==> src/rtl/dct_pkg.sv <==
package dct_pkg;

    // Sequencer states.
    typedef enum logic [1:0] {
        TX_IDLE   = 2'd0,
        TX_FIRST  = 2'd1,
        TX_SECOND = 2'd2
    } tx_state_e;

endpackage

==> src/rtl/dct_fifo.sv <==
module dct_fifo #(
    parameter int WIDTH = 12,
    parameter int DEPTH = 32
) (
    input  logic                       clk,
    input  logic                       rst_n,
    input  logic                       push,
    input  logic [WIDTH-1:0]           push_data,
    input  logic                       pop,
    output logic [WIDTH-1:0]           pop_data,
    output logic                       empty,
    output logic                       full,
    output logic [$clog2(DEPTH):0]     fill
);
    localparam int AW = $clog2(DEPTH);

    logic [WIDTH-1:0] mem [DEPTH];
    logic [AW-1:0]    wr_ptr;
    logic [AW-1:0]    rd_ptr;
    logic [AW:0]      count;
    logic             do_push;
    logic             do_pop;

    assign empty    = (count == '0);
    assign full     = (count == (AW+1)'(DEPTH));
    assign fill     = count;
    assign do_push  = push && !full;
    assign do_pop   = pop && !empty;
    assign pop_data = mem[rd_ptr];

    always_ff @(posedge clk) begin
        if (do_push) begin
            mem[wr_ptr] <= push_data;
        end
    end

    always_ff @(posedge clk or negedge rst_n) begin
        if (!rst_n) begin
            wr_ptr <= '0;
            rd_ptr <= '0;
            count  <= '0;
        end else begin
            if (do_push) begin
                wr_ptr <= wr_ptr + 1'b1;
            end
            if (do_pop) begin
                rd_ptr <= rd_ptr + 1'b1;
            end
            unique case ({do_push, do_pop})
                2'b10:   count <= count + 1'b1;
                2'b01:   count <= count - 1'b1;
                default: count <= count;
            endcase
        end
    end

endmodule

==> src/rtl/dct_halfbit_timer.sv <==
module dct_halfbit_timer #(
    parameter int BASE_HALF  = 1,
    parameter int RATE_STEPS = 8,
    parameter int CODE_W     = $clog2(RATE_STEPS)
) (
    input  logic              clk,
    input  logic              rst_n,
    input  logic              ref_tick,
    input  logic              run,
    input  logic              restart,
    input  logic [CODE_W-1:0] rate_q,
    input  logic              slow_q,
    output logic              half_done
);
    localparam int MAX_LEN = BASE_HALF << RATE_STEPS;
    localparam int LEN_W   = $clog2(MAX_LEN + 1);

    logic [LEN_W-1:0] half_len;
    logic [LEN_W-1:0] cnt;

    // Half-bit length in reference pulses, from the rate held for this word.
    always_comb begin
        if (slow_q) begin
            half_len = LEN_W'(BASE_HALF) << RATE_STEPS;
        end else begin
            half_len = LEN_W'(BASE_HALF) << (CODE_W'(RATE_STEPS - 1) - rate_q);
        end
    end

    assign half_done = run && ref_tick && (cnt == half_len - LEN_W'(1));

    always_ff @(posedge clk or negedge rst_n) begin
        if (!rst_n) begin
            cnt <= '0;
        end else if (restart) begin
            cnt <= '0;
        end else if (run && ref_tick) begin
            cnt <= half_done ? '0 : cnt + 1'b1;
        end
    end

endmodule

==> src/rtl/dct_sequencer.sv <==
module dct_sequencer #(
    parameter int WORD_W     = 12,
    parameter int RATE_STEPS = 8,
    parameter int CODE_W     = $clog2(RATE_STEPS)
) (
    input  logic                 clk,
    input  logic                 rst_n,
    input  logic                 buf_empty,
    input  logic [WORD_W-1:0]    buf_data,
    input  logic                 half_done,
    input  logic [CODE_W-1:0]    rate_code,
    input  logic                 min_rate,
    output logic                 pop,
    output logic                 load,
    output logic                 bit_start,
    output logic                 mid_edge,
    output logic                 busy,
    output logic                 first_half,
    output logic                 cur_bit,
    output logic [CODE_W-1:0]    rate_q,
    output logic                 slow_q,
    output dct_pkg::tx_state_e   state
);
    import dct_pkg::*;

    localparam int CNT_W = $clog2(WORD_W);

    tx_state_e          state_nxt;
    logic [WORD_W-1:0]  shreg;
    logic [CNT_W-1:0]   bit_cnt;
    logic               last_bit;
    logic               shift;

    assign last_bit = (bit_cnt == CNT_W'(WORD_W - 1));

    // State register.
    always_ff @(posedge clk or negedge rst_n) begin
        if (!rst_n) begin
            state <= TX_IDLE;
        end else begin
            state <= state_nxt;
        end
    end

    // Next state and the events that go with each transition.
    always_comb begin
        state_nxt = state;
        pop       = 1'b0;
        load      = 1'b0;
        shift     = 1'b0;
        bit_start = 1'b0;
        mid_edge  = 1'b0;
        unique case (state)
            TX_IDLE: begin
                if (!buf_empty) begin          // start
                    pop       = 1'b1;
                    load      = 1'b1;
                    bit_start = 1'b1;
                    state_nxt = TX_FIRST;
                end
            end
            TX_FIRST: begin
                if (half_done) begin           // mid
                    mid_edge  = 1'b1;
                    state_nxt = TX_SECOND;
                end
            end
            TX_SECOND: begin
                if (half_done) begin
                    if (!last_bit) begin       // next-bit
                        shift     = 1'b1;
                        bit_start = 1'b1;
                        state_nxt = TX_FIRST;
                    end else if (!buf_empty) begin  // chain
                        pop       = 1'b1;
                        load      = 1'b1;
                        bit_start = 1'b1;
                        state_nxt = TX_FIRST;
                    end else begin             // stop
                        state_nxt = TX_IDLE;
                    end
                end
            end
            default: begin
                state_nxt = TX_IDLE;
            end
        endcase
    end

    // Outputs from the registered state.
    always_comb begin
        busy       = (state != TX_IDLE);
        first_half = (state == TX_FIRST);
        cur_bit    = shreg[0];
    end

    // Datapath: word shift register, bit counter and per-word rate.
    always_ff @(posedge clk or negedge rst_n) begin
        if (!rst_n) begin
            shreg   <= '0;
            bit_cnt <= '0;
            rate_q  <= '0;
            slow_q  <= 1'b0;
        end else if (load) begin
            shreg   <= buf_data;
            bit_cnt <= '0;
            rate_q  <= rate_code;
            slow_q  <= min_rate;
        end else if (shift) begin
            shreg   <= shreg >> 1;
            bit_cnt <= bit_cnt + 1'b1;
        end
    end

endmodule

==> src/rtl/dct_biphase_enc.sv <==
module dct_biphase_enc (
    input  logic clk,
    input  logic rst_n,
    input  logic busy,
    input  logic bit_start,
    input  logic mid_edge,
    input  logic cur_bit,
    output logic line_a,
    output logic line_b
);
    logic level;

    always_ff @(posedge clk or negedge rst_n) begin
        if (!rst_n) begin
            level <= 1'b0;
        end else if (bit_start) begin
            level <= ~level;
        end else if (mid_edge && cur_bit) begin
            level <= ~level;
        end
    end

    assign line_a = busy & level;
    assign line_b = busy & ~level;

endmodule

==> src/rtl/dct_rz_enc.sv <==
module dct_rz_enc (
    input  logic first_half,
    input  logic cur_bit,
    output logic line_a,
    output logic line_b
);
    assign line_a = first_half & cur_bit;
    assign line_b = first_half & ~cur_bit;

endmodule

==> src/rtl/dual_code_tx.sv <==
module dual_code_tx #(
    parameter int WORD_W     = 12,
    parameter int DEPTH      = 32,
    parameter int RATE_STEPS = 8,
    parameter int BASE_HALF  = 1,
    parameter int CODE_W     = $clog2(RATE_STEPS)
) (
    input  logic              clk,
    input  logic              rst_n,
    input  logic              ref_tick,
    input  logic [CODE_W-1:0] rate_code,
    input  logic              min_rate,
    input  logic              push,
    input  logic [WORD_W-1:0] push_data,
    output logic              tx_full,
    output logic              tx_empty,
    output logic              hbp_a,
    output logic              hbp_b,
    output logic              bprz_a,
    output logic              bprz_b
);
    localparam int FILL_W = $clog2(DEPTH) + 1;

    logic [WORD_W-1:0]   buf_data;
    logic [FILL_W-1:0]   fifo_fill;
    logic                pop;
    logic                load;
    logic                bit_start;
    logic                mid_edge;
    logic                busy;
    logic                first_half;
    logic                cur_bit;
    logic                half_done;
    logic [CODE_W-1:0]   rate_q;
    logic                slow_q;
    dct_pkg::tx_state_e  tx_state;

    dct_fifo #(.WIDTH(WORD_W), .DEPTH(DEPTH)) u_fifo (
        .clk       (clk),
        .rst_n     (rst_n),
        .push      (push),
        .push_data (push_data),
        .pop       (pop),
        .pop_data  (buf_data),
        .empty     (tx_empty),
        .full      (tx_full),
        .fill      (fifo_fill)
    );

    dct_sequencer #(.WORD_W(WORD_W), .RATE_STEPS(RATE_STEPS), .CODE_W(CODE_W)) u_seq (
        .clk        (clk),
        .rst_n      (rst_n),
        .buf_empty  (tx_empty),
        .buf_data   (buf_data),
        .half_done  (half_done),
        .rate_code  (rate_code),
        .min_rate   (min_rate),
        .pop        (pop),
        .load       (load),
        .bit_start  (bit_start),
        .mid_edge   (mid_edge),
        .busy       (busy),
        .first_half (first_half),
        .cur_bit    (cur_bit),
        .rate_q     (rate_q),
        .slow_q     (slow_q),
        .state      (tx_state)
    );

    dct_halfbit_timer #(.BASE_HALF(BASE_HALF), .RATE_STEPS(RATE_STEPS), .CODE_W(CODE_W)) u_timer (
        .clk       (clk),
        .rst_n     (rst_n),
        .ref_tick  (ref_tick),
        .run       (busy),
        .restart   (load),
        .rate_q    (rate_q),
        .slow_q    (slow_q),
        .half_done (half_done)
    );

    dct_biphase_enc u_hbp (
        .clk       (clk),
        .rst_n     (rst_n),
        .busy      (busy),
        .bit_start (bit_start),
        .mid_edge  (mid_edge),
        .cur_bit   (cur_bit),
        .line_a    (hbp_a),
        .line_b    (hbp_b)
    );

    dct_rz_enc u_rz (
        .first_half (first_half),
        .cur_bit    (cur_bit),
        .line_a     (bprz_a),
        .line_b     (bprz_b)
    );

endmodule

==> config.mk <==
export PLATFORM = sky130hd
export DESIGN_NAME = dual_code_tx
export DESIGN_NICKNAME = d
export VERILOG_FILES = /design/src/rtl/dct_pkg.sv /design/src/rtl/dct_fifo.sv /design/src/rtl/dct_halfbit_timer.sv /design/src/rtl/dct_sequencer.sv /design/src/rtl/dct_biphase_enc.sv /design/src/rtl/dct_rz_enc.sv /design/src/rtl/dual_code_tx.sv
export SDC_FILE = /design/constraint.sdc
export NUM_CORES = 1
export LEC_CHECK = 0
export ABC_CLOCK_PERIOD_IN_PS = 12800
export BUFFER_PORTS_ARGS = -buffer_cell sky130_fd_sc_hd__buf_2
export CELL_PAD_IN_SITES_DETAIL_PLACEMENT = 1
export CELL_PAD_IN_SITES_GLOBAL_PLACEMENT = 1
export CORE_MARGIN = 5
export CORE_UTILIZATION = 50
export DETAILED_ROUTE_END_ITERATION = 7
export PLACE_DENSITY = 0.76
export SLEW_MARGIN = 20
export SYNTH_ARGS = -nofsm -noshare
export SYNTH_HDL_FRONTEND = slang
export SYNTH_SLANG_ARGS = --single-unit
==> constraint.sdc <==
create_clock -name clk -period 12.8 [get_ports clk]
set_clock_uncertainty 0.1 [all_clocks]
set_input_delay 3.84 -clock clk [delete_from_list [all_inputs] [get_ports clk]]
set_output_delay 3.84 -clock clk [all_outputs]
set_load 0.005 [all_outputs]
* Word level (Yosys, flattened, before mapping)
Memory sizes are Yosys's and may differ from the RTL's.
Index checks and enable logic that the tools add are counted.
Widths: inputs -> output; s select.
** Word-level totals
- Input bits :: 20
- Register bits after elaboration :: 48
- Output and inout port bits :: 6
- Memory bits (writable) :: 384
- Memories kept :: 1
** Memories
- u_fifo.mem :: words 32, bits a word 12, rd ports 1, clocked after Yosys merged registers in 0, wr ports 1, RTL line dct_fifo.sv:17 : logic [WIDTH-1:0] mem [DEPTH];
** Cells by class
- Reductions and logical operators :: 15
- Add/subtract/negate cells :: 8
- Muxes and demuxes :: 31
- Shift operators :: 1
- Bitwise logic cells :: 6
- Equality and inequality tests :: 10
** Operators by type and width (count)
- $mux 9 :: 4
- $mux 12 :: 2
- $mux 1 :: 15
- $pmux 6 s2 :: 1
- $add 5x1->5 const B :: 2
- $reduce_bool 2->1 :: 5
- $add 9x1->9 const B :: 1
- $eq 9x9->1 :: 1
- $shl 1x3->9 const A :: 1
- $sub 9x1->9 const B :: 1
- $mux 2 :: 4
- $mux 4 :: 2
- $add 6x1->6 const B :: 1
- $eq 6x6->1 const B :: 1
- $logic_not 6->1 :: 1
- $pmux 2 s3 :: 1
- $sub 6x1->6 const B :: 1
- $logic_and 1x1->1 :: 5
- $add 4x1->4 const B :: 1
- $and 1x1->1 :: 4
- $eq 2x1->1 const B :: 2
- $eq 2x2->1 const B :: 2
- $eq 4x4->1 const B :: 1
- $ne 2x2->1 const B :: 2
- 7 further kinds :: 10

* Depth between registers and ports, before layout
Gate-level depths: netlist of run 1.
- Word-level depth :: 11
- Mapped depth :: 24

* By module
A second synthesis of run 1 with hierarchy kept.
** Unflattened totals
- Cell total of the unflattened synthesis :: 999
- Area total of the unflattened synthesis :: 17809.6 sq um
** By module, submodules not included
- dct_fifo :: times used 1, area an instance 15740.1 sq um, cells an instance 770
- dct_sequencer :: times used 1, area an instance 1184.9 sq um, cells an instance 117
- dct_halfbit_timer :: times used 1, area an instance 813.3 sq um, cells an instance 105
- dct_biphase_enc :: times used 1, area an instance 55.1 sq um, cells an instance 5
- dct_rz_enc :: times used 1, area an instance 16.3 sq um, cells an instance 2

* Least setup slack after synthesis of run 1
No wires, ideal clock.
- Path type :: input -> register
- Start point :: input port ref_tick
- End point :: register u_fifo.count[4], in the netlist u_fifo.fill[4]
- Path buffers :: 2
- Arrival :: 6488 ps
- Library setup time :: 123 ps
- Slack :: 6089 ps
- Stages on the path :: 18
- Path through :: o21a_1 > nand3_1 > a221oi_2 > o2111a_1 > a21oi_4 > inv_2 > buf_6 > ha_1 > clkbuf_1 > xor2_1 > ha_1 > a21oi_1 > nor2_1 > a211oi_1 > a21oi_1 > a31oi_1 > nor2_1 > xnor2_1
** On the way
- Word-level cells in the longest chain between the ends :: 7
- Elaborated cells between the ends (all ways) :: 9
** Ends and longest elaborated chain
- start: declaration :: RTL line dual_code_tx.sv:10 : input logic ref_tick,
- $logic_and 1x1->1 (*) (2 in series) :: RTL line dct_halfbit_timer.sv:30 : assign half_done = run && ref_tick && (cnt == half_len - LEN_W'(1));
- $mux 1 (*) :: RTL line dct_sequencer.sv:69 : if (half_done) begin
- $pmux 1 s2 (*) :: RTL line dct_sequencer.sv:53 : unique case (state)
- $logic_and 1x1->1 (*) :: RTL line dct_fifo.sv:28 : assign do_pop = pop && !empty;
- via u_fifo.do_pop :: RTL line dct_fifo.sv:22 : logic do_pop;
- $eq 2x1->1 or $eq 2x2->1 (tied branches) :: RTL line dct_fifo.sv:49 : unique case ({do_push, do_pop})
- $pmux 6 s2 or $reduce_bool 2->1 (tied branches)
- end signal: assignment :: RTL line dct_fifo.sv:50 : 2'b10: count <= count + 1'b1;
- end signal: assignment :: RTL line dct_fifo.sv:51 : 2'b01: count <= count - 1'b1;
- end signal: assignment :: RTL line dct_fifo.sv:52 : default: count <= count;
- end: declaration :: RTL line dct_fifo.sv:20 : logic [AW:0] count;
Mark *: on every way through the listed nets, which the timed path passes. The rest lies on a longest branch.
A chain may end at the register's enable or synchronous reset.

* Worst setup path after layout of run 1
- Start point :: input port ref_tick
- End point :: register u_fifo.count[4], in the netlist u_fifo.fill[4]
** On the way
- Word-level cells in the longest chain between the ends :: 7
- Elaborated cells between the ends (all ways) :: 9
** Ends and longest elaborated chain (RTL line)
- $logic_and 1x1->1 (*) (2 in series) :: dct_halfbit_timer.sv:30
- $mux 1 (*) :: dct_sequencer.sv:69
- $pmux 1 s2 (*) :: dct_sequencer.sv:53
- $logic_and 1x1->1 (*) :: dct_fifo.sv:28
- $eq 2x1->1 or $eq 2x2->1 (tied branches) :: dct_fifo.sv:49
- $pmux 6 s2 or $reduce_bool 2->1 (tied branches)
Mark *: on every way between the ends. The rest lies on a longest branch, timed or not.

==> flow_metrics.py, run 1 <==
metrics = {
    "timing": {
        "clock.fmax_mhz": 147.9,
        "tightest_slew_ps": 1046,
        "slew_headroom": 0.3028,
        "drv_slew": 0,
        "post-route-min-period_ps": 6761,
        "fin_hold_ws_ps": 387.4,
        "setup_viol": 0,
        "setup_tns_ps": 0,
        "post-route-period-util": 0.5282,
        "final_hold_viol_count": 0,
        "rsz0062_at_grt": "no",
    },
    "power_and_ir_drop": {
        "p_leak_nw": 6.395,
        "power_density_mw_per_mm2": 178.7,
        "p_comb_frac": 0.166,
        "clockPowerShare": 0.333,
        "seq_power_share": 0.501,
        "ir_worst_vdd_mv": 0.1190,
        "p_switching_w": 0.0009133,
        "switching_share": 0.2614,
        "power.internal_w": 0.002581,
    },
    "setup_path": {
        "worstPathRequired_ps": 13120,
        "path_class": "primary input to register",
        "start_kind": "primary input",
        "path_cells": "buf_2, o21a_1, nand3_1, a221oi_2, o2111a_1, a21oi_4, inv_2, ha_1, xor2_1, ha_1, a21oi_1, nor2_1, a211oi_1, a21oi_1, a31oi_1, nor2_1, xnor2_1",
        "critical_path.slowest_cell": "a21oi_4",
        "arrival_ps": 7080,
        "crit_path_end_kind": "register",
        "path_max_fanout": 25,
        "crit_path_max_incr_delay_ps": 560,
    },
    "routing": {
        "antenna_left": 0,
        "drt-initial-drc-count": 798,
        "wirelength_um": 38330,
        "drc_errors": 0,
        "dr_total_vias": 8652,
        "drtPass1Iterations": 5,
        "via_per_inst": 6.004,
        "wire_per_inst_um": 26.60,
    },
    "logic_synthesis": {
        "yosysWarnings": 0,
        "syn_area_per_cell_um2": 19.56,
        "synth_cell_types": 62,
        "syn_nets": 927,
        "synth_edf_count": 384,
        "async_flop_share": 0.1111,
        "synth.yosys.seq_area_share": 0.7265,
        "ys.flop_type": "edfxtp_1",
        "ys_seq_elements": 432,
        "synth_cells": 896,
        "syn_area_mm2": 0.01752,
    },
    "floorplanning": {
        "coreArea_mm2": 0.03454,
        "fp.dieW_um": 197.2,
        "dieArea_mm2": 0.03889,
        "initial_core_util": 0.5073,
        "rows": 68,
        "ioPinCount": 26,
        "dieHeight_um": 197.2,
    },
    "clock_network": {
        "clock_latency_ps": 540,
        "ctsResizeCount": 0,
        "root_buffer": "clkbuf_16",
        "post_cts_buffers": 0,
        "hold_buffers": 0,
        "clockBufferDepth": 3,
        "clock-sinks": 432,
        "clk_pin_slew_ps": 60,
        "htree_levels": 2,
        "cts_buffers": 43,
        "cts_tree": "yes",
    },
    "final_layout": {
        "nNetsFinal": 983,
        "area_growth_pct": 11.57,
        "fin_area_mm2": 0.01955,
        "n_antenna_cell": 0,
        "drive_gt1_frac": 0.2596,
        "fin_util": 0.5660,
        "fin_cells": 1441,
    },
    "place": {
        "hpwl_um": 22660,
        "place.gp.congestion": 0.8020,
        "placed_area_mm2": 0.01826,
        "io_buffers": 25,
        "dp.cells": 1362,
    },
    "grt": {
        "antenna_found_initial": 0,
        "grt_use_total": 0.2009,
        "grt_overflow": 0,
        "grt_pass1_vias": 9147,
        "grt_pass1_wl_um": 58390,
        "grt_max_degree": 56,
    },
    "flow_run": {
        "maxCapViolations": 0,
    },
    "hold_path": {
        "hold_class": "register to register",
    },
    "run_status": {
        "status": "finished clean",
    },
}
path summary, 6_finish.rpt:
| check | start | to | slack [ps] | cells past startpoint |
|---|---|---|---|---|
| max | ref_tick | u_fifo.fill[4] | 6040 | 17 |
| min | u_fifo.fill[5] | u_fifo.fill[5] | 390 | 1 |
| max reg2reg | u_seq.rate_q[2] | u_fifo.fill[4] | 7800 | 20 |
| min reg2reg | u_fifo.fill[5] | u_fifo.fill[5] | 390 | 1 |
| max in group asynchronous | rst_n | u_fifo.rd_ptr[1] | 8750 | 2 |
| min in group asynchronous | rst_n | u_fifo.fill[1] | 3320 | 2 |
power groups by stage:
stage	sequential (W)	clock [W]	combinational (W)
final	0.00175	0.00116	0.000580
after global routing	0.00176	0.00126	0.000622
after CTS	0.00175	0.00119	0.000588
after detailed placement	0.00178	0	0.000580
after global placement	0.00177	0	0.000563
after floorplan	0.00172	0	0.000442
layer usage:
layer,GRT usage,routed length [um]
met3,0.03275,2088
met2,0.3321,19240
met5,0,0
met1,0.2909,16500
met4,0.03647,503
final cells by class:
class	instances	area [um^2]
multi-input combinational	399	4492
inverter	13	48.80
clock inverter	20	133.9
sequential	432	12740
fill	3086	14990
timing repair buffer	63	410.4
tap	455	569.3
clock buffer	59	1157
logic make-up (layout without fill, tap and decap cells):
logic type	after synthesis	after routing	share of synthesized area
xor+xnor	28	28	0.01399
simple gates	159	159	0.04541
mux	131	131	0.1611
fa+ha+maj	11	11	0.007854
buf+inv	65	155	0.01714
flops	432	432	0.7265
compound gates	70	70	0.02799
cells in the final DEF (no fill, tap or decap), types with 15 or more instances in the layout:
cell / count
dfrtp_1: 45
nand2_1: 29
nand3_1: 15
xnor2_1: 16
buf_2: 25
clkbuf_16: 44
nor2_1: 59
buf_4: 38
mux4_2: 120
edfxtp_1: 384
clkbuf_1: 15
critical path: cells and delay by family:
kind | cells | cell delay [ps]
and+or+nand+nor | 3 | 270
adders and majority gates | 2 | 700
xor gates and xnor gates | 2 | 330
buffers and inverters | 2 | 400
AOI/OAI and AO/OA | 8 | 1550
stage by stage:
step | power [W] | worst slack, ps
CTS | 0.003527 | 6052
global route | 0.003648 | 5758
floorplan | 0.002158 | 6089
global placement | 0.002333 | 5591
finish | 0.003494 | 6039
detailed placement | 0.002358 | 5520
flip-flops by register name (all words and copies together), names as in the netlist, 3 cells and up:
register and flops:
u_seq.bit_cnt 4, u_fifo.mem 384, u_seq.rate_q 3, u_timer.cnt 9, u_fifo.fill 6, u_fifo.wr_ptr 5
u_fifo.rd_ptr 5, u_seq.shreg 12
synthesized netlist by cell type (6+ instances only):
| cell type | count | area [um^2] |
|---|---|---|
| clkbuf_1 | 29 | 108.9 |
| inv_1 | 10 | 37.54 |
| nand2_1 | 29 | 108.9 |
| nor2b_1 | 14 | 87.58 |
| mux2i_1 | 6 | 60.06 |
| xnor2_1 | 16 | 140.1 |
| xor2_1 | 12 | 105.1 |
| buf_2 | 12 | 60.06 |
| nand3_1 | 15 | 75.07 |
| mux4_2 | 120 | 2703 |
| nor2_1 | 59 | 221.5 |
| a31oi_1 | 11 | 68.82 |
| a211oi_1 | 11 | 82.58 |
| edfxtp_1 | 384 | 11530 |
| o21ai_0 | 12 | 60.06 |
| nand4_1 | 6 | 37.54 |
| dfrtp_1 | 48 | 1201 |
| nand3b_1 | 6 | 45.04 |
| ha_1 | 11 | 137.6 |
| a21oi_1 | 11 | 55.05 |
Power figures use the tool's default switching activity.
==> run 2: changes to the inputs <==
--- a/config.mk
+++ b/config.mk
@@ -5,7 +5,7 @@
 export SDC_FILE = /design/constraint.sdc
 export NUM_CORES = 1
 export LEC_CHECK = 0
-export ABC_CLOCK_PERIOD_IN_PS = 12800
+export ABC_CLOCK_PERIOD_IN_PS = 6420
 export BUFFER_PORTS_ARGS = -buffer_cell sky130_fd_sc_hd__buf_2
 export CELL_PAD_IN_SITES_DETAIL_PLACEMENT = 1
 export CELL_PAD_IN_SITES_GLOBAL_PLACEMENT = 1
==> constraint.sdc (replaced) <==
create_clock -name clk -period 6.42 [get_ports clk]
set_clock_uncertainty 0.1 [all_clocks]
set_input_delay 1.926 -clock clk [delete_from_list [all_inputs] [get_ports clk]]
set_output_delay 1.926 -clock clk [all_outputs]
set_load 0.005 [all_outputs]
==> flow_metrics.py, run 2 (same netlist as run 1, synthesis figures left out) <==
metrics = {
    "power_and_ir_drop": {
        "seq_power_share": 0.494,
        "ir_worst_vdd_mv": 0.1940,
        "power_w": 0.007107,
        "p_leak_nw": 6.462,
        "power.internal_w": 0.005258,
        "p_comb_frac": 0.162,
        "power_density_mw_per_mm2": 361.2,
        "switching_share": 0.2602,
        "p_switching_w": 0.001850,
        "clockPowerShare": 0.345,
    },
    "routing": {
        "wirelength_um": 38750,
        "via_per_inst": 6.077,
        "drc_errors": 0,
        "drt-initial-drc-count": 694,
        "wire_per_inst_um": 26.81,
        "dr_total_vias": 8781,
        "drtPass1Iterations": 5,
        "antenna_left": 0,
    },
    "floorplanning": {
        "dieHeight_um": 197.2,
        "coreArea_mm2": 0.03454,
        "fp.dieW_um": 197.2,
        "initial_core_util": 0.5073,
        "ioPinCount": 26,
        "dieArea_mm2": 0.03889,
        "rows": 68,
    },
    "final_layout": {
        "final_common_cell": "edfxtp_1",
        "largest_reg_flops": 384,
        "n_antenna_cell": 0,
        "layout_common_cells": "edfxtp_1 (384), mux4_2 (120), nor2_1 (58)",
        "drive_gt1_frac": 0.2687,
        "area_growth_pct": 12.28,
        "nNetsFinal": 986,
        "largest_register": "u_fifo.mem",
        "top_regs": "u_fifo.mem: 384 flops, u_seq.shreg: 12 flops, u_timer.cnt: 9 flops",
        "fin_area_mm2": 0.01968,
    },
    "grt": {
        "grt_pass1_wl_um": 60280,
        "grt_use_total": 0.2062,
        "grt_overflow": 0,
        "grt_pass1_vias": 9455,
        "antenna_found_initial": 0,
        "grt_max_degree": 49,
    },
    "run_status": {
        "status": "finished clean",
    },
    "hold_path": {
        "hold_class": "register to register",
        "hold_start": "u_fifo.fill[5]",
        "whs_path_depth": 1,
    },
    "timing": {
        "slew_headroom": 0.3691,
        "tightest_slew_ps": 946.4,
        "setup_viol": 0,
        "rsz0062_at_grt": "no",
        "setup_tns_ps": 0,
        "fin_hold_ws_ps": 381.1,
        "post-route-period-util": 0.7785,
        "setup_ws_ps": 1422,
        "drv_slew": 0,
        "post-route-min-period_ps": 4998,
        "clock.fmax_mhz": 200.1,
        "final_hold_viol_count": 0,
    },
    "place": {
        "io_buffers": 25,
        "place.gp.congestion": 0.7768,
        "placed_area_mm2": 0.01828,
        "hpwl_um": 23550,
        "pre_cts_slack_ps": 1035,
    },
    "clock_network": {
        "hold_buffers": 0,
        "root_buffer": "clkbuf_16",
        "clock_latency_ps": 550,
        "clock-sinks": 432,
        "clockBufferDepth": 3,
        "post_cts_buffers": 0,
        "cts_buffers": 45,
        "clk_pin_slew_ps": 60,
        "htree_levels": 2,
        "cts_tree": "yes",
        "ctsResizeCount": 0,
    },
    "setup_path": {
        "path_class": "register to register",
        "rrSetupSlack_ps": 1420,
        "path_max_fanout": 25,
        "cp-startpoint": "u_seq.rate_q[2]",
        "worstPathRequired_ps": 6760,
        "crit_path_end_kind": "register",
        "reg2regPathDepth": 20,
        "start_kind": "register",
        "r2r_start": "u_seq.rate_q[2]",
        "arrival_ps": 5340,
        "worstSetupEndpoint": "u_fifo.fill[4]",
        "r2r-end": "u_fifo.fill[4]",
    },
    "flow_run": {
        "maxCapViolations": 0,
    },
}
run 2: worst min path at each step:
| stage | end | slack [ps] |
|---|---|---|
| after CTS | u_fifo.fill[5] | 390 |
| after global routing | u_fifo.fill[5] | 400 |
| after global placement | u_seq.shreg[11] | 370 |
| after detailed placement | u_fifo.fill[5] | 380 |
| after floorplan | u_fifo.fill[5] | 350 |
| final | u_fifo.fill[5] | 380 |
run 2: area by class of cell:
class                           instances  area, um^2
Clock buffer                           54        1202
Tap cell                              455       569.3
Clock inverter                         28       190.2
Fill cell                            3059       14870
Multi-Input combinational cell        399        4494
Sequential cell                       432       12740
Timing Repair Buffer                   64       430.4
Inverter                               13       48.80
run 2: critical path, cell delays in order, from the launching register on:
cell and delay (ps):
dfrtp_1 520, inv_1 170, nor2_1 160, nand3b_1 100, ha_1 370, nor4b_2 270
o21ai_1 110, and3b_1 240, o2111a_1 270, a21oi_4 560, inv_2 290, ha_1 440
xor2_1 200, ha_1 240, a21oi_1 150, nor2_1 60, a211oi_1 220, a21oi_1 70
a31oi_1 140, nor2_1 70, xnor2_1 130
run 2: metrics by stage:
| step | utilization | std cells |
|---|---|---|
| 2_1_floorplan | - | 896 |
| 3_3_place_gp | 0.5292 | 1363 |
| 3_5_place_dp | 0.5293 | 1363 |
| 4_1_cts | 0.5696 | 1445 |
| 5_1_grt | 0.5696 | 1445 |
| 6_report | 0.5696 | 1445 |
run 2: routing by layer:
| metal | global-route usage | wire length, um | vias to the layer above |
|---|---|---|---|
| met5 | 0 | 0 | - |
| li1 | - | - | 3751 |
| met2 | 0.3289 | 19220 | 322 |
| met1 | 0.2962 | 16120 | 4654 |
| met4 | 0.06138 | 959 | 0 |
| met3 | 0.03701 | 2449 | 54 |
run 2: power by group through the flow:
stage	logic (W)	registers (W)	clock network (W)
finish	0.00115	0.00351	0.00245
detailed placement	0.00115	0.00357	0
CTS	0.00116	0.00351	0.00251
global route	0.00124	0.00354	0.00266
global placement	0.00110	0.00355	0
floorplan	0.000882	0.00342	0
==> run 3: changes to the inputs <==
--- a/config.mk
+++ b/config.mk
@@ -5,7 +5,7 @@
 export SDC_FILE = /design/constraint.sdc
 export NUM_CORES = 1
 export LEC_CHECK = 0
-export ABC_CLOCK_PERIOD_IN_PS = 6420
+export ABC_CLOCK_PERIOD_IN_PS = 4800
 export BUFFER_PORTS_ARGS = -buffer_cell sky130_fd_sc_hd__buf_2
 export CELL_PAD_IN_SITES_DETAIL_PLACEMENT = 1
 export CELL_PAD_IN_SITES_GLOBAL_PLACEMENT = 1
==> constraint.sdc (replaced) <==
create_clock -name clk -period 4.8 [get_ports clk]
set_clock_uncertainty 0.1 [all_clocks]
set_input_delay 1.44 -clock clk [delete_from_list [all_inputs] [get_ports clk]]
set_output_delay 1.44 -clock clk [all_outputs]
set_load 0.005 [all_outputs]
==> flow_metrics.py, run 3 (same netlist as run 1, synthesis figures left out) <==
metrics = {
    "setup_path": {
        "crit_path_end_kind": "register",
        "r2r-end": "u_fifo.fill[5]",
        "start_kind": "register",
        "path_class": "register to register",
        "path_max_fanout": 13,
        "reg2regPathDepth": 18,
        "rrSetupSlack_ps": 360,
        "worstPathRequired_ps": 5160,
        "arrival_ps": 4810,
        "r2r_start": "u_seq.rate_q[2]",
    },
    "hold_path": {
        "hold_class": "register to register",
        "whs_path_depth": 1,
        "hold_end": "u_hbp.level",
        "hold_start": "u_hbp.level",
    },
    "power_and_ir_drop": {
        "p_leak_nw": 6.504,
        "power_density_mw_per_mm2": 487.5,
        "ir_worst_vdd_mv": 0.2719,
        "power.internal_w": 0.007166,
        "seq_power_share": 0.486,
        "clockPowerShare": 0.353,
        "p_switching_w": 0.002480,
        "switching_share": 0.2571,
        "p_comb_frac": 0.161,
    },
    "clock_network": {
        "clockBufferDepth": 3,
        "hold_buffers": 0,
        "clock_latency_ps": 560,
        "cts_buffers": 44,
        "htree_levels": 2,
        "post_cts_buffers": 0,
        "clock-sinks": 432,
        "clk_pin_slew_ps": 70,
        "root_buffer": "clkbuf_16",
        "cts_tree": "yes",
        "ctsResizeCount": 0,
    },
    "timing": {
        "slew_headroom": 0.3165,
        "clock.fmax_mhz": 225.0,
        "tightest_slew_ps": 1025,
        "post-route-min-period_ps": 4445,
        "rsz0062_at_grt": "no",
        "setup_tns_ps": 0,
        "post-route-period-util": 0.9260,
        "setup_viol": 0,
        "final_hold_viol_count": 0,
        "drv_slew": 0,
    },
    "final_layout": {
        "fin_util": 0.5728,
        "area_growth_pct": 12.91,
        "layout_common_cells": "edfxtp_1 (384), mux4_2 (120), nor2_1 (59)",
        "largest_reg_flops": 384,
        "nNetsFinal": 992,
        "n_antenna_cell": 0,
        "drive_gt1_frac": 0.2744,
        "final_common_cell": "edfxtp_1",
        "largest_register": "u_fifo.mem",
        "n_fill_cell": 3076,
        "top_regs": "u_fifo.mem: 384 flops, u_seq.shreg: 12 flops, u_timer.cnt: 9 flops",
    },
    "grt": {
        "grt_pass1_vias": 9180,
        "top_usage_layer": "met2",
        "grt_pass1_wl_um": 58930,
        "globalRouteMet2Util": 0.3327,
        "grt_use_total": 0.2032,
        "grt_max_degree": 51,
        "met3_usage": 0.03633,
        "grt_overflow": 0,
        "antenna_found_initial": 0,
        "grt_util_met1": 0.2894,
    },
    "routing": {
        "drc_errors": 0,
        "wire_per_inst_um": 26.82,
        "dr_total_vias": 8743,
        "via_per_inst": 6.030,
        "antenna_left": 0,
        "drtPass1Iterations": 5,
        "drt-initial-drc-count": 660,
        "wirelength_um": 38880,
    },
    "floorplanning": {
        "dieArea_mm2": 0.03889,
        "coreArea_mm2": 0.03454,
        "fp.dieW_um": 197.2,
        "dieHeight_um": 197.2,
        "ioPinCount": 26,
        "rows": 68,
        "initial_core_util": 0.5073,
    },
    "flow_run": {
        "maxCapViolations": 0,
    },
    "place": {
        "hpwl_um": 24040,
        "place.gp.congestion": 0.8200,
        "io_buffers": 25,
    },
    "run_status": {
        "status": "finished clean",
    },
}
[run 3: cell count changes in the layout (fill, tap and decap cells not counted), moves of 3 or more]
cell / before / now
bufinv_16: 2 / 6
clkinv_1: 12 / 7
buf_4: 38 / 43
clkbuf_16: 47 / 44
[run 3: cell type report]
type / instances / area (um^2) / area share
multi-input combinational: 400 / 4501 / 0.2275
clock inverter: 27 / 304.0 / 0.01537
clock buffer: 53 / 1135 / 0.05735
timing repair buffer: 70 / 488.0 / 0.02466
sequential: 432 / 12740 / 0.6439
inverter: 13 / 48.80 / 0.002466
tap: 455 / 569.3 / 0.02877
[run 3: how the worst max path moves through the flow]
| stage | start | to | cells past startpoint |
|---|---|---|---|
| after CTS | u_seq.rate_q[2] | u_fifo.fill[5] | 18 |
| after detailed placement | u_seq.rate_q[2] | u_fifo.fill[5] | 18 |
| final | u_seq.rate_q[2] | u_fifo.fill[5] | 18 |
| after floorplan | ref_tick | u_fifo.fill[4] | 18 |
| after global routing | u_seq.rate_q[2] | u_fifo.fill[5] | 18 |
| after global placement | ref_tick | u_fifo.fill[5] | 15 |
[run 3: power by group through the flow]
stage                     registers, W  clock network, W  logic (W)
final                          0.00469           0.00341    0.00155
after global routing           0.00472           0.00366    0.00168
after floorplan                0.00457                 0    0.00118
after CTS                      0.00469           0.00347    0.00158
after global placement         0.00474                 0    0.00150
after detailed placement       0.00476                 0    0.00156
[run 3: critical path: stages, from the launching register on]
cell and delay (ps):
dfrtp_1 530, inv_1 170, nor2_1 160, nand3b_1 100
ha_1 360, nor4b_2 270, o21ai_1 100, and3b_1 240
o2111a_1 330, a21oi_4 400, inv_2 70, ha_1 230
buf_4 180, nor3b_1 140, o21ai_0 200, o211ai_1 130
a211o_1 310, a21oi_1 170, xor2_1 150
[run 3: metal layers]
layer  wire length (um)  up-vias  part of all wire
li1                   -     3757                 -
met1              16510     4649              0.42
met2              19310      282              0.50
met3               2292       55             0.059
met4                776        0             0.020
met5                  0        -                 0
[run 3: per-stage QoR]
step                      total power [W]  worst slack (ps)  instance area, um^2  hold WS [ps]  std cells
after floorplan                  0.005754             489.4                17520         348.7        896
after global placement           0.006240             408.5                18340         373.9       1369
after detailed placement         0.006328             289.7                18340         375.8       1369
after CTS                        0.009741             232.9                19780         389.1       1449
after global routing              0.01005             46.03                19790         420.0       1450
final                            0.009646             355.4                19790         387.5       1450
